**src/rtl/pp_pkg.sv**
```systemverilog
package pp_pkg;
    localparam int ADDR_W = 4;
    localparam int DATA_W = 8;
    localparam int NUM_REGS = 4;

    localparam int IDX_DIN  = 0;
    localparam int IDX_DOUT = 1;
    localparam int IDX_STAT = 2;
    localparam int IDX_CTRL = 3;

    localparam int ST_BUSY  = 0;
    localparam int ST_AVAIL = 1;
    localparam int ST_ERR   = 2;
    localparam int ST_DONE  = 3;

    localparam int CT_CMD  = 0;
    localparam int CT_WNR  = 1;
    localparam int CT_MODE = 2;

    typedef enum logic {
        SEQ_IDLE = 1'b0,
        SEQ_XFER = 1'b1
    } seq_state_e;

    typedef struct packed {
        logic [DATA_W-1:0] din;
        logic [DATA_W-1:0] dout;
        logic              cmd;
        logic              wnr;
        logic              mode;
        logic              avail;
        logic              err;
        logic              done;
    } port_regs_t;
endpackage

```
**src/rtl/pp_addr_decode.sv**
```systemverilog
module pp_addr_decode
    import pp_pkg::*;
(
    input  logic [ADDR_W-1:0]   addr,
    input  logic                wr_en,
    input  logic                rd_en,
    output logic [NUM_REGS-1:0] hit,
    output logic                wr_dout,
    output logic                wr_ctrl,
    output logic                rd_din
);
    for (genvar i = 0; i < NUM_REGS; i++) begin : g_hit
        assign hit[i] = (addr == ADDR_W'(i * 4));
    end

    always_comb begin
        wr_dout = wr_en & hit[IDX_DOUT];
        wr_ctrl = wr_en & hit[IDX_CTRL];
        rd_din  = rd_en & hit[IDX_DIN];
    end
endmodule

```
**src/rtl/pp_xfer_seq.sv**
```systemverilog
module pp_xfer_seq
    import pp_pkg::*;
#(
    parameter int TIMEOUT = 16
) (
    input  logic clk,
    input  logic rst,
    input  logic cmd_pending,
    input  logic dev_ack,
    output logic busy,
    output logic fin_ok,
    output logic fin_abort
);
    localparam int TMR_W = (TIMEOUT > 1) ? $clog2(TIMEOUT) : 1;
    localparam logic [TMR_W-1:0] TMR_LAST = TMR_W'(TIMEOUT - 1);

    typedef struct packed {
        seq_state_e       state;
        logic [TMR_W-1:0] timer;
    } seq_t;

    seq_t seq_d, seq_q;

    always_comb begin
        seq_d     = seq_q;
        fin_ok    = 1'b0;
        fin_abort = 1'b0;
        case (seq_q.state)
            SEQ_IDLE: begin
                if (cmd_pending) begin
                    seq_d.state = SEQ_XFER;
                    seq_d.timer = '0;
                end
            end
            SEQ_XFER: begin
                if (dev_ack) begin
                    fin_ok      = 1'b1;
                    seq_d.state = SEQ_IDLE;
                end else if (seq_q.timer == TMR_LAST) begin
                    fin_abort   = 1'b1;
                    seq_d.state = SEQ_IDLE;
                end else begin
                    seq_d.timer = seq_q.timer + 1'b1;
                end
            end
            default: seq_d.state = SEQ_IDLE;
        endcase
    end

    always_ff @(posedge clk) begin
        if (rst) begin
            seq_q <= '{state: SEQ_IDLE, timer: '0};
        end else begin
            seq_q <= seq_d;
        end
    end

    assign busy = (seq_q.state == SEQ_XFER);
endmodule

```
**src/rtl/polled_port_ctrl.sv**
```systemverilog
module polled_port_ctrl
    import pp_pkg::*;
#(
    parameter int TIMEOUT = 16
) (
    input  logic              clk,
    input  logic              rst,
    input  logic              reg_wr_en,
    input  logic              reg_rd_en,
    input  logic [ADDR_W-1:0] reg_addr,
    input  logic [DATA_W-1:0] reg_wdata,
    output logic [DATA_W-1:0] reg_rdata,
    output logic              dev_req,
    output logic              dev_we,
    output logic [DATA_W-1:0] dev_wdata,
    output logic              dev_mode,
    input  logic              dev_ack,
    input  logic [DATA_W-1:0] dev_rdata
);
    logic [NUM_REGS-1:0] hit;
    logic wr_dout, wr_ctrl, rd_din;
    logic busy, fin_ok, fin_abort;
    port_regs_t regs_d, regs_q;

    pp_addr_decode u_dec (
        .addr    (reg_addr),
        .wr_en   (reg_wr_en),
        .rd_en   (reg_rd_en),
        .hit     (hit),
        .wr_dout (wr_dout),
        .wr_ctrl (wr_ctrl),
        .rd_din  (rd_din)
    );

    pp_xfer_seq #(.TIMEOUT(TIMEOUT)) u_seq (
        .clk         (clk),
        .rst         (rst),
        .cmd_pending (regs_q.cmd),
        .dev_ack     (dev_ack),
        .busy        (busy),
        .fin_ok      (fin_ok),
        .fin_abort   (fin_abort)
    );

    always_comb begin
        regs_d = regs_q;
        if (!regs_q.cmd && wr_ctrl) begin
            regs_d.wnr  = reg_wdata[CT_WNR];
            regs_d.mode = reg_wdata[CT_MODE];
            if (reg_wdata[CT_CMD]) begin
                regs_d.cmd  = 1'b1;
                regs_d.err  = 1'b0;
                regs_d.done = 1'b0;
            end
        end
        if (!regs_q.cmd && wr_dout) begin
            regs_d.dout = reg_wdata;
        end
        if (rd_din) begin
            regs_d.avail = 1'b0;
        end
        if (fin_ok) begin
            regs_d.cmd  = 1'b0;
            regs_d.err  = 1'b0;
            regs_d.done = 1'b1;
            if (!regs_q.wnr) begin
                regs_d.din   = dev_rdata;
                regs_d.avail = 1'b1;
            end
        end
        if (fin_abort) begin
            regs_d.cmd  = 1'b0;
            regs_d.err  = 1'b1;
            regs_d.done = 1'b1;
        end
    end

    always_ff @(posedge clk) begin
        if (rst) begin
            regs_q <= '0;
        end else begin
            regs_q <= regs_d;
        end
    end

    always_comb begin
        reg_rdata = '0;
        unique case (1'b1)
            hit[IDX_DIN]:  reg_rdata = regs_q.din;
            hit[IDX_DOUT]: reg_rdata = regs_q.dout;
            hit[IDX_STAT]: begin
                reg_rdata[ST_BUSY]  = busy;
                reg_rdata[ST_AVAIL] = regs_q.avail;
                reg_rdata[ST_ERR]   = regs_q.err;
                reg_rdata[ST_DONE]  = regs_q.done;
            end
            hit[IDX_CTRL]: begin
                reg_rdata[CT_CMD]  = regs_q.cmd;
                reg_rdata[CT_WNR]  = regs_q.wnr;
                reg_rdata[CT_MODE] = regs_q.mode;
            end
            default: reg_rdata = '0;
        endcase
    end

    assign dev_req   = busy;
    assign dev_we    = regs_q.wnr;
    assign dev_wdata = regs_q.dout;
    assign dev_mode  = regs_q.mode;
endmodule

```
**config.mk**
```make
export PLATFORM = sky130hd
export DESIGN_NAME = polled_port_ctrl
export DESIGN_NICKNAME = d
export VERILOG_FILES = /design/src/rtl/pp_pkg.sv /design/src/rtl/pp_addr_decode.sv /design/src/rtl/pp_xfer_seq.sv /design/src/rtl/polled_port_ctrl.sv
export SDC_FILE = /design/constraint.sdc
export NUM_CORES = 1
export LEC_CHECK = 0
export BUFFER_PORTS_ARGS = -buffer_cell sky130_fd_sc_hd__buf_2
export CAP_MARGIN = 20
export CORE_UTILIZATION = 49
export CTS_CLUSTER_DIAMETER = 120
export CTS_CLUSTER_SIZE = 16
export DETAILED_ROUTE_END_ITERATION = 10
export GPL_TIMING_DRIVEN = 0
export MAX_ROUTING_LAYER = met4
export PLACE_DENSITY_LB_ADDON = 0.08
export SLEW_MARGIN = 25
export SYNTH_ARGS = -nofsm -noshare
export SYNTH_HDL_FRONTEND = slang
export SYNTH_HIERARCHICAL = 1
export SYNTH_SLANG_ARGS = --single-unit
```
**constraint.sdc**
```tcl
create_clock -name clk -period 1.75 [get_ports clk]
set_clock_uncertainty 0.05 [all_clocks]
set_input_delay 0.0875 -clock clk [delete_from_list [all_inputs] [get_ports clk]]
set_output_delay 0.0875 -clock clk [all_outputs]
set_load 0.01 [all_outputs]
```
==> flow_summary.yaml <==
outcome:
  status: "complete, no violations"
synth:
  synth_cells: 150
  synth_nets: 176
  yosysTopAreaCellShare_pct: 41.90
  synth.largest_area_cell: "dfxtp_1"
  syn_area_per_cell_sq_um: 8.600
  synth_xor_area_share_pct: 0
  synth_ff_type: "dfxtp_1"
  netlist_area_sq_mm: 0.001290
  synth_top_family_by_area: "simple AND/OR/NAND/NOR gates"
  synthAdderAreaFrac_pct: 0.9699
  synth_compound_area_share_pct: 16.00
  ys_seq_area_share_pct: 41.90
  synth_mux_area_share_pct: 7.759
  netlist-cell-type-count: 33
  synth-edff-count: 0
  synthMostInstantiatedCell: "dfxtp_1"
  synth.area.top_cells: "dfxtp_1 (42%), mux2i_1 (7.8%), nand2_1 (6.1%)"
  synthArstFlopShare_pct: 0
  synth_seq_cells: 27
  synth_top_cells_by_count: "dfxtp_1 (27), nand2_1 (21), nor2_1 (16)"
  ys_warn_count: 6
  synthSimpleGateAreaFrac_pct: 24.83
placement:
  dp_hpwl_mm: 2.215
  portBuffers: 43
  pre_cts_ws_ns: 0.3064
  place_area_sq_mm: 0.001543
  gp_congestion: 0.7369
finish:
  multi_input_area_sq_um: 639.4
  fillers: 200
  area_growth_pct: 34.14
  drive_gt1_share_pct: 29.11
  diodes: 0
  postLayoutCellArea_sq_mm: 0.001730
  final_nets: 240
  ff_latch_area_sq_um: 540.5
clock_network:
  cts_tree: "yes"
  cts_sinks: 27
  root_buffer: "clkbuf_4"
  htreeDepth: 1
  hold_buffers: 16
  clock_latency_ns: 0.32
  cts_resized: 0
  cts_buffer_depth: 2
  cts.clk_slew.worst_paths_ns: 0.14
  cts_buffers: 3
  cts_setup_buffers: 0
critical_path:
  cpPeakStageDelay_ns: 0.39
  cp_slowest_cell: "clkbuf_1"
  crit_fanout: 8
  startpoint_type: "primary input"
  worstPathRequired_ns: 1.61
  crit_type: "in2out"
  cp-end-kind: "output pin"
  crit_arrival_ns: 1.28
  cp_common_cell: "buf_2"
  crit_chain: "buf_2 > nor4_2 > clkbuf_1 > a22oi_1 > nand2_1 > buf_2"
detailed_routing:
  wire_per_inst_um: 13.04
  wirelength_mm: 3.168
  remaining_drc_errors: 0
  ant_nets: 0
  drt_iter0_markers: 24
  first_pass_iters: 4
  vias: 1249
  vias_per_cell: 5.140
floorplan:
  fp.dieW_um: 53.31
  dieHeight_um: 53.31
  io-pin-count: 44
  die-area_sq_mm: 0.002842
  start_util_pct: 52.07
  core_area_sq_mm: 0.002477
  rows: 18
timing:
  fin_crit_ns: 1.415
  rsz0062_at_grt: "false"
  max_slew_margin_pct: 67.70
  fin_setup_tns_ns: 0
  hold_ws_ns: 0.009822
  fmax_mhz: 706.8
  fin_ws_ns: 0.3351
  setup_viol: 0
  worstMarginPinSlew_ns: 0.4846
  fin_crit_sh_pct: 80.85
  hold_viol: 0
  final-max-slew-violation-count: 0
global_route:
  grt_overflow_total: 0
  grt_pass1_wl_mm: 5.043
  antenna_found_initial: 0
  grt_max_degree: 16
  track_usage_pct: 25.14
  grt_pass1_vias: 1182
pwr:
  vdd_ir_drop_max_v: 0.0005516
  power.density_mw_per_mm2: 579.2
  p_leak_nw: 0.7690
job:
  drv_cap: 0
hold_path:
  min_path_type: "in2reg"
==> report_power, final <==
part	internal (mW)	total, mW	switching [mW]
combinational	0.0606	0.108	0.0473
clock	0.0855	0.271	0.185
sequential	0.620	0.624	0.00398
==> through the flow <==
| stage | std cells | util [%] | power, mW |
|---|---|---|---|
| floorplan | 150 | - | 0.6693 |
| global placement | 223 | 62.27 | 0.7130 |
| detailed placement | 223 | 62.27 | 0.7160 |
| CTS | 243 | 69.85 | 1.000 |
| global route | 243 | 69.85 | 1.039 |
| finish | 243 | 69.85 | 1.002 |
==> registers in the layout, indices dropped and copies added (netlist names) <==
name and flops:
u_seq/busy 1, dev_mode 1, dev_we 1, dev_wdata 8, u_seq/seq_q 4, regs_q 12
==> worst max-delay path: cells and delay by family <==
family / cells / cell delay (ns)
and+or+nand+nor: 2 / 0.41
AOI/OAI and AO/OA: 1 / 0.14
buffers and inverters: 3 / 0.64
==> worst paths after layout <==
| path | start | to | slack [ns] | cells after the start |
|---|---|---|---|---|
| worst max-delay path | reg_addr[1] | reg_rdata[0] | 0.34 | 6 |
| worst min-delay path | reg_wdata[0] | dev_wdata[0] | 0.01 | 3 |
| worst max register to register | u_seq/seq_q[0] | u_seq/seq_q[0] | 0.37 | 4 |
| worst min register to register | regs_q[18] | regs_q[18] | 0.42 | 2 |
==> area by class of cell <==
| class | count | share of cell area, % |
|---|---|---|
| Buffer | 15 | 5.712 |
| Clock buffer | 3 | 1.302 |
| Clock inverter | 1 | 0.2892 |
| Inverter | 3 | 0.6508 |
| Multi-Input combinational cell | 105 | 36.95 |
| Sequential cell | 27 | 31.24 |
| Tap cell | 30 | 2.169 |
| Timing Repair Buffer | 59 | 21.69 |
==> logic make-up (layout without fill, tap and decap cells) <==
family / after synthesis / count (layout)
buffers and inverters: 18 / 81
AND/OR/NAND/NOR: 63 / 63
flip-flops: 27 / 27
AO/OA/AOI/OAI: 31 / 31
adder cells (fa/ha/maj): 1 / 1
multiplexers: 10 / 10
==> per-layer routing <==
metal	vias up	wire length, um	GRT usage [%]
met5	-	0	-
met4	0	21	6.579
met3	2	106	2.586
met2	32	1517	42.50
met1	570	1522	31.65
li1	645	-	-
==> layout by cell type, fill, tap and decap left out, types with 2 or more instances in the layout <==
cell type	Yosys	layout
or3_1	2	2
a22oi_1	6	6
a21oi_1	13	13
nand3_1	4	4
buf_2	1	44
nor2_1	16	16
a31oi_1	2	2
nand2_1	21	21
dlygate4sd3_1	0	16
dfxtp_1	27	27
clkbuf_4	0	3
nor4_1	3	3
buf_4	9	9
clkbuf_1	4	4
nand2b_1	5	5
mux2i_1	10	10
and2_1	2	2
o211ai_1	3	3
inv_1	3	3
a22o_1	4	4
Power figures use the tool's default switching activity.
